### src/rtl/clkdiv_pkg.sv
`timescale 1ns/1ps
package clkdiv_pkg;
  // Ratios below two collapse to a straight pass of the reference.
  function automatic int unsigned eff_ratio(input int unsigned raw);
    return (raw <= 1) ? 1 : raw;
  endfunction
endpackage

### src/rtl/clkdiv_stage.sv
`timescale 1ns/1ps
module clkdiv_stage #(
  parameter int DIV_W   = 8,
  parameter int DEF_DIV = 4
) (
  input  logic             clk,
  input  logic             rst,
  input  logic [DIV_W-1:0] div_val,
  input  logic             div_load,
  input  logic             wrap,
  output logic             commit,
  output logic [DIV_W-1:0] staged,
  output logic             locked
);
  logic pending;
  logic settling;

  // Apply only at a boundary where no newer value arrives together with it.
  assign commit = pending & wrap & ~div_load;

  always_ff @(posedge clk) begin
    if (rst) begin
      pending  <= 1'b0;
      settling <= 1'b1;
      staged   <= DIV_W'(DEF_DIV);
      locked   <= 1'b0;
    end else if (div_load) begin
      staged   <= div_val;
      pending  <= 1'b1;
      settling <= 1'b0;
      locked   <= 1'b0;
    end else if (pending && wrap) begin
      pending  <= 1'b0;
      settling <= 1'b1;
      locked   <= 1'b0;
    end else if (settling && wrap) begin
      settling <= 1'b0;
      locked   <= 1'b1;
    end else begin
      locked   <= ~(pending | settling);
    end
  end
endmodule

### src/rtl/clkdiv_core.sv
`timescale 1ns/1ps
module clkdiv_core #(
  parameter int DIV_W   = 8,
  parameter int DEF_DIV = 4
) (
  input  logic             clk,
  input  logic             rst,
  input  logic             commit,
  input  logic [DIV_W-1:0] new_ratio,
  output logic             wrap,
  output logic             div_q,
  output logic             div_next_low,
  output logic             bypass
);
  import clkdiv_pkg::*;

  localparam logic [DIV_W-1:0] RST_RATIO = DIV_W'(eff_ratio(DEF_DIV));

  logic [DIV_W-1:0] act;
  logic [DIV_W-1:0] cnt;
  logic [DIV_W-1:0] act_nx;
  logic [DIV_W-1:0] cnt_nx;
  logic             div_d;

  assign wrap   = (cnt == act - 1'b1);
  assign bypass = (act == DIV_W'(1));

  always_comb begin
    act_nx = commit ? DIV_W'(eff_ratio(int'(new_ratio))) : act;
    if (commit || wrap) cnt_nx = '0;
    else                cnt_nx = cnt + 1'b1;
    div_d = (cnt_nx < (act_nx >> 1));
  end

  assign div_next_low = ~div_d;

  always_ff @(posedge clk) begin
    if (rst) begin
      act   <= RST_RATIO;
      cnt   <= RST_RATIO - 1'b1;
      div_q <= 1'b0;
    end else begin
      act   <= act_nx;
      cnt   <= cnt_nx;
      div_q <= div_d;
    end
  end
endmodule

### src/rtl/clkdiv_gate.sv
`timescale 1ns/1ps
module clkdiv_gate #(
  parameter bit HAS_GATE = 1'b1
) (
  input  logic clk,
  input  logic rst,
  input  logic en,
  input  logic div_q,
  input  logic div_next_low,
  input  logic bypass,
  output logic gate_open,
  output logic clk_out
);
  generate
    if (HAS_GATE) begin : g_gate
      logic gate_q;
      logic gate_n;
      // Divided path: gate follows en only on edges that leave div_q low.
      always_ff @(posedge clk) begin
        if (rst)                        gate_q <= 1'b0;
        else if (bypass || div_next_low) gate_q <= en;
      end
      // Bypass path: gate moves while the reference clock is low.
      always_ff @(negedge clk) begin
        if (rst) gate_n <= 1'b0;
        else     gate_n <= en;
      end
      assign gate_open = gate_q;
      assign clk_out   = bypass ? (clk & gate_n) : (div_q & gate_q);
    end else begin : g_nogate
      logic unused_en;
      assign unused_en = en ^ div_next_low ^ rst;
      assign gate_open = 1'b1;
      assign clk_out   = bypass ? clk : div_q;
    end
  endgenerate
endmodule

### src/rtl/clkdiv_rsthold.sv
`timescale 1ns/1ps
module clkdiv_rsthold #(
  parameter int RST_HOLD = 4
) (
  input  logic clk,
  input  logic rst,
  input  logic req,
  input  logic wrap,
  output logic rst_out
);
  localparam int CW = $clog2(RST_HOLD + 1) + 1;

  logic [CW-1:0] left;

  always_ff @(posedge clk) begin
    if (rst || req) begin
      left    <= CW'(RST_HOLD);
      rst_out <= 1'b1;
    end else begin
      if (wrap && left != '0) left <= left - 1'b1;
      rst_out <= (left != '0);
    end
  end
endmodule

### src/rtl/clkdiv_domain.sv
`timescale 1ns/1ps
module clkdiv_domain #(
  parameter int DIV_W    = 8,
  parameter int DEF_DIV  = 4,
  parameter int RST_HOLD = 4,
  parameter bit HAS_GATE = 1'b1,
  parameter bit HAS_RATE = 1'b1
) (
  input  logic             clk_in,
  input  logic             rst,
  input  logic [DIV_W-1:0] div_val,
  input  logic             div_load,
  input  logic             en,
  input  logic             dom_rst_req,
  output logic             clk_out,
  output logic             locked,
  output logic             dom_rst_out
);
  logic             wrap;
  logic             commit;
  logic [DIV_W-1:0] staged;
  logic             div_q;
  logic             div_next_low;
  logic             bypass;
  logic             gate_open;

  generate
    if (HAS_RATE) begin : g_rate
      clkdiv_stage #(.DIV_W(DIV_W), .DEF_DIV(DEF_DIV)) u_stage (
        .clk(clk_in), .rst(rst), .div_val(div_val), .div_load(div_load),
        .wrap(wrap), .commit(commit), .staged(staged), .locked(locked)
      );
    end else begin : g_fixed
      logic unused_rate;
      assign unused_rate = ^div_val ^ div_load;
      assign commit = 1'b0;
      assign staged = DIV_W'(DEF_DIV);
      assign locked = 1'b1;
    end
  endgenerate

  clkdiv_core #(.DIV_W(DIV_W), .DEF_DIV(DEF_DIV)) u_core (
    .clk(clk_in), .rst(rst), .commit(commit), .new_ratio(staged),
    .wrap(wrap), .div_q(div_q), .div_next_low(div_next_low), .bypass(bypass)
  );

  clkdiv_gate #(.HAS_GATE(HAS_GATE)) u_gate (
    .clk(clk_in), .rst(rst), .en(en), .div_q(div_q),
    .div_next_low(div_next_low), .bypass(bypass),
    .gate_open(gate_open), .clk_out(clk_out)
  );

  clkdiv_rsthold #(.RST_HOLD(RST_HOLD)) u_rhold (
    .clk(clk_in), .rst(rst), .req(dom_rst_req), .wrap(wrap),
    .rst_out(dom_rst_out)
  );
endmodule

### config.mk
export PLATFORM = sky130hd
export DESIGN_NAME = clkdiv_domain
export DESIGN_NICKNAME = d
export VERILOG_FILES = /design/src/rtl/clkdiv_pkg.sv /design/src/rtl/clkdiv_stage.sv /design/src/rtl/clkdiv_core.sv /design/src/rtl/clkdiv_gate.sv /design/src/rtl/clkdiv_rsthold.sv /design/src/rtl/clkdiv_domain.sv
export SDC_FILE = /design/constraint.sdc
export NUM_CORES = 1
export LEC_CHECK = 0
export BUFFER_PORTS_ARGS = -buffer_cell sky130_fd_sc_hd__buf_2
export CORE_ASPECT_RATIO = 2
export CORE_MARGIN = 1.5
export CORE_UTILIZATION = 35
export CTS_CLUSTER_SIZE = 20
export DETAILED_ROUTE_END_ITERATION = 7
export PLACE_DENSITY_LB_ADDON = 0.15
export RECOVER_POWER = 50
export SKIP_LAST_GASP = 1
export SYNTH_ARGS = -nofsm -noshare
export SYNTH_HDL_FRONTEND = slang
export SYNTH_SLANG_ARGS = --single-unit
### constraint.sdc
create_clock -name clk_in -period 3.6 [get_ports clk_in]
set_input_delay 0.54 -clock clk_in [delete_from_list [all_inputs] [get_ports clk_in]]
set_output_delay 0.54 -clock clk_in [all_outputs]
set_load 0.05 [all_outputs]
==> results.json <==
{
  "drv_cap": 1,
  "timing.rr.start": "u_core.act[3]",
  "holdPathEnd": "g_rate.u_stage.staged[2]",
  "hold_violations": 0,
  "n_fill_cell": 511,
  "violations": "max-capacitance violations",
  "vdd_ir_drop_max_uv": 343,
  "drtIter0Drc": 47,
  "dieWidth_um": 54.6,
  "worstSetupStartpointType": "flip-flop",
  "finClkSkew_ns": 0.00588,
  "syn_nets": 219,
  "powerDensity_nw_per_um2": 676,
  "syn_avg_cell_area_um2": 9.56,
  "rows": 37,
  "ys_top_cells_by_count": "dfxtp_1 (35), nor2_1 (26), mux2i_1 (14), nor3_1 (12), ha_1 (11)",
  "clock_latency_ns": 0.40,
  "ys.flop_type": "dfxtp_1",
  "cp_cell_sequence": "nand3_1, o21ai_0, clkbuf_4",
  "n_antenna_cell": 0,
  "ios": 16,
  "finish.utilization_pct": 43.9,
  "synth.cell_area_um2": 1860,
  "fp.dieH_um": 106,
  "grt_overflow": 0,
  "crit_start": "u_gate.g_gate.gate_n",
  "yosysWarnings": 0,
  "worst_slew_pin_slew_ns": 1.49,
  "dr.pass1.iters": 5,
  "p_int_w": 0.000963,
  "wl_mm": 4.73,
  "grt_usage_pct": 19.1,
  "p_sw_w": 0.000562,
  "dp_cells": 272,
  "min_from": "div_val[2]",
  "rr_endpoint": "u_gate.gate_open",
  "yosysSeqAreaShare_pct": 37.6,
  "slowest_delay_ns": 0.30,
  "synth_top_area_share_pct": 37.6,
  "synth_top_area_cell": "dfxtp_1",
  "die-area_um2": 5800,
  "yosys.cell_count.top_type": "dfxtp_1",
  "whs_ns": 0.348,
  "criticalPathCategory": "flip-flop to primary output",
  "syn2layout_area_growth_pct": 21.0,
  "clkPwrFrac_pct": 25.4,
  "end_kind": "primary output",
  "cts_tree": "yes",
  "reg2regPathDepth": 12,
  "dr_total_vias": 1510,
  "cp_slowest_cell": "dfxtp_2",
  "p_sw_share_pct": 36.8,
  "ys_async_sr_fraction_pct": 0,
  "crit_family": "flip-flops",
  "power_leakage_nw": 0.962,
  "hp-class": "input port to flip-flop",
  "postRouteAntennaNets": 0,
  "fin_cells": 286,
  "yosys_register_bits": 35,
  "drc": 0,
  "syn_inst": 195,
  "clk_pin_slew_worst_paths_ns": 0.07,
  "cp.arrival_ns": 2.93,
  "critPathMaxFanout": 1,
  "synth_edf_count": 0,
  "drive_gt1_share_pct": 27.2,
  "combPwrFrac_pct": 42.8,
  "hold_depth": 2,
  "core_um2": 5140,
  "io_buffers": 15,
  "relSlewSlack_pct": 0.715,
  "finalSetupViolations": 0,
  "drv_slew": 0,
  "hold_buffers": 0,
  "wl_per_cell_um": 16.5,
  "grt_max_degree": 34,
  "critPathRequiredTime_ns": 3.06,
  "r2r_slack_ns": 0.20,
  "pwr-share-seq_pct": 31.9,
  "place_congestion": 0.839,
  "grt_first_pass_wirelength_mm": 7.50,
  "synth.area.top_cells": "dfxtp_1 (38%), mux2i_1 (7.5%), ha_1 (7.4%)",
  "synth_cell_type_count": 45,
  "nets": 251,
  "dp_hpwl_mm": 3.51,
  "initial_utilization_pct": 36.3,
  "via_per_inst": 5.28,
  "path_buf_inv": 1,
  "first_global_vias": 1557,
  "antenna_found_initial": 0,
  "power_w": 0.00152,
  "status": "finished with violations"
}
-- how the worst max path moves through the flow --
stage,end,slack (ns),cells past startpoint
floorplan,u_gate.gate_open,0.14,16
global placement,u_gate.gate_open,0.17,14
detailed placement,u_gate.gate_open,0.16,14
CTS,clk_out,0.08,3
global route,u_gate.gate_open,-0.02,14
finish,clk_out,0.13,3
-- cell type report --
| cell class | count | area [µm²] | area share, % |
|---|---|---|---|
| Inverter | 6 | 22.5 | 0.998 |
| Tap cell | 58 | 72.6 | 3.22 |
| Sequential cell | 35 | 704 | 31.2 |
| Timing Repair Buffer | 28 | 171 | 7.60 |
| Clock buffer | 11 | 135 | 5.99 |
| Multi-Input combinational cell | 146 | 1140 | 50.6 |
| Clock inverter | 2 | 7.51 | 0.333 |
-- registers in the layout, summed over array words and instances (netlist names), 4 cells and up --
name and cells:
g_rate.u_stage.staged 8, u_core.act 8, u_core.cnt 8, u_rhold.left 4
-- through the flow --
| stage | setup slack, ns | instance area, µm² | TNS, ns |
|---|---|---|---|
| global placement | 0.168 | 2060 | 0 |
| floorplan | 0.135 | 1860 | 0 |
| CTS | 0.0797 | 2190 | 0 |
| finish | 0.132 | 2260 | 0 |
| global route | -0.0161 | 2260 | -0.0161 |
| detailed placement | 0.161 | 2060 | 0 |
-- cell usage in the layout (no fill, tap or decap), types with 5 or more instances in the layout --
master	netlist	final
nor2b_1	7	7
xor2_1	10	10
nand3_1	7	7
clkbuf_1	4	5
buf_4	1	12
dfxtp_1	35	32
buf_2	1	11
ha_1	11	10
nor3_1	12	12
nor2_1	26	26
xnor2_1	7	7
inv_1	7	5
nand2_1	7	7
clkbuf_8	0	9
mux2i_1	14	11
-- power groups by stage --
stage                     clock network (W)  registers (W)  logic [W]
after floorplan                  0.00000992       0.000496   0.000456
after global placement            0.0000112       0.000495   0.000620
after detailed placement          0.0000112       0.000493   0.000622
after CTS                          0.000404       0.000485   0.000626
after global routing               0.000420       0.000492   0.000726
final                              0.000387       0.000486   0.000652
-- layer usage --
metal	vias to the layer above	share of wire, %	track usage [%]
li1	749	-	-
met1	718	36	17.4
met2	32	57	33.5
met3	11	3.7	6.88
met4	0	3.7	10.7
met5	-	0	0
-- what timing repair did --
action                     4_1_cts  5_1_grt
buffers inserted                 0        3
gates resized for setup          0       14
setup endpoints to repair        0        3
-- cells by family after synthesis --
family	Yosys count	synth area share, %
compound gates	22	11.3
xor+xnor	19	9.73
fa+ha+maj	11	7.38
buf+inv	14	3.09
flops	35	37.6
mux	15	8.32
simple gates	79	22.6
-- worst register-to-register path, stage by stage, from the launching register on --
cell and delay (ns):
dfxtp_1 0.39, nor3_1 0.32, nand3_2 0.16, a2111oi_4 0.42, nand4_4 0.23, mux2i_2 0.27
ha_1 0.27, and3_4 0.18, a221o_1 0.32, a21oi_2 0.14, o21ai_2 0.08, a211oi_2 0.19
mux2_4 0.32
Power figures use the tool's default switching activity.
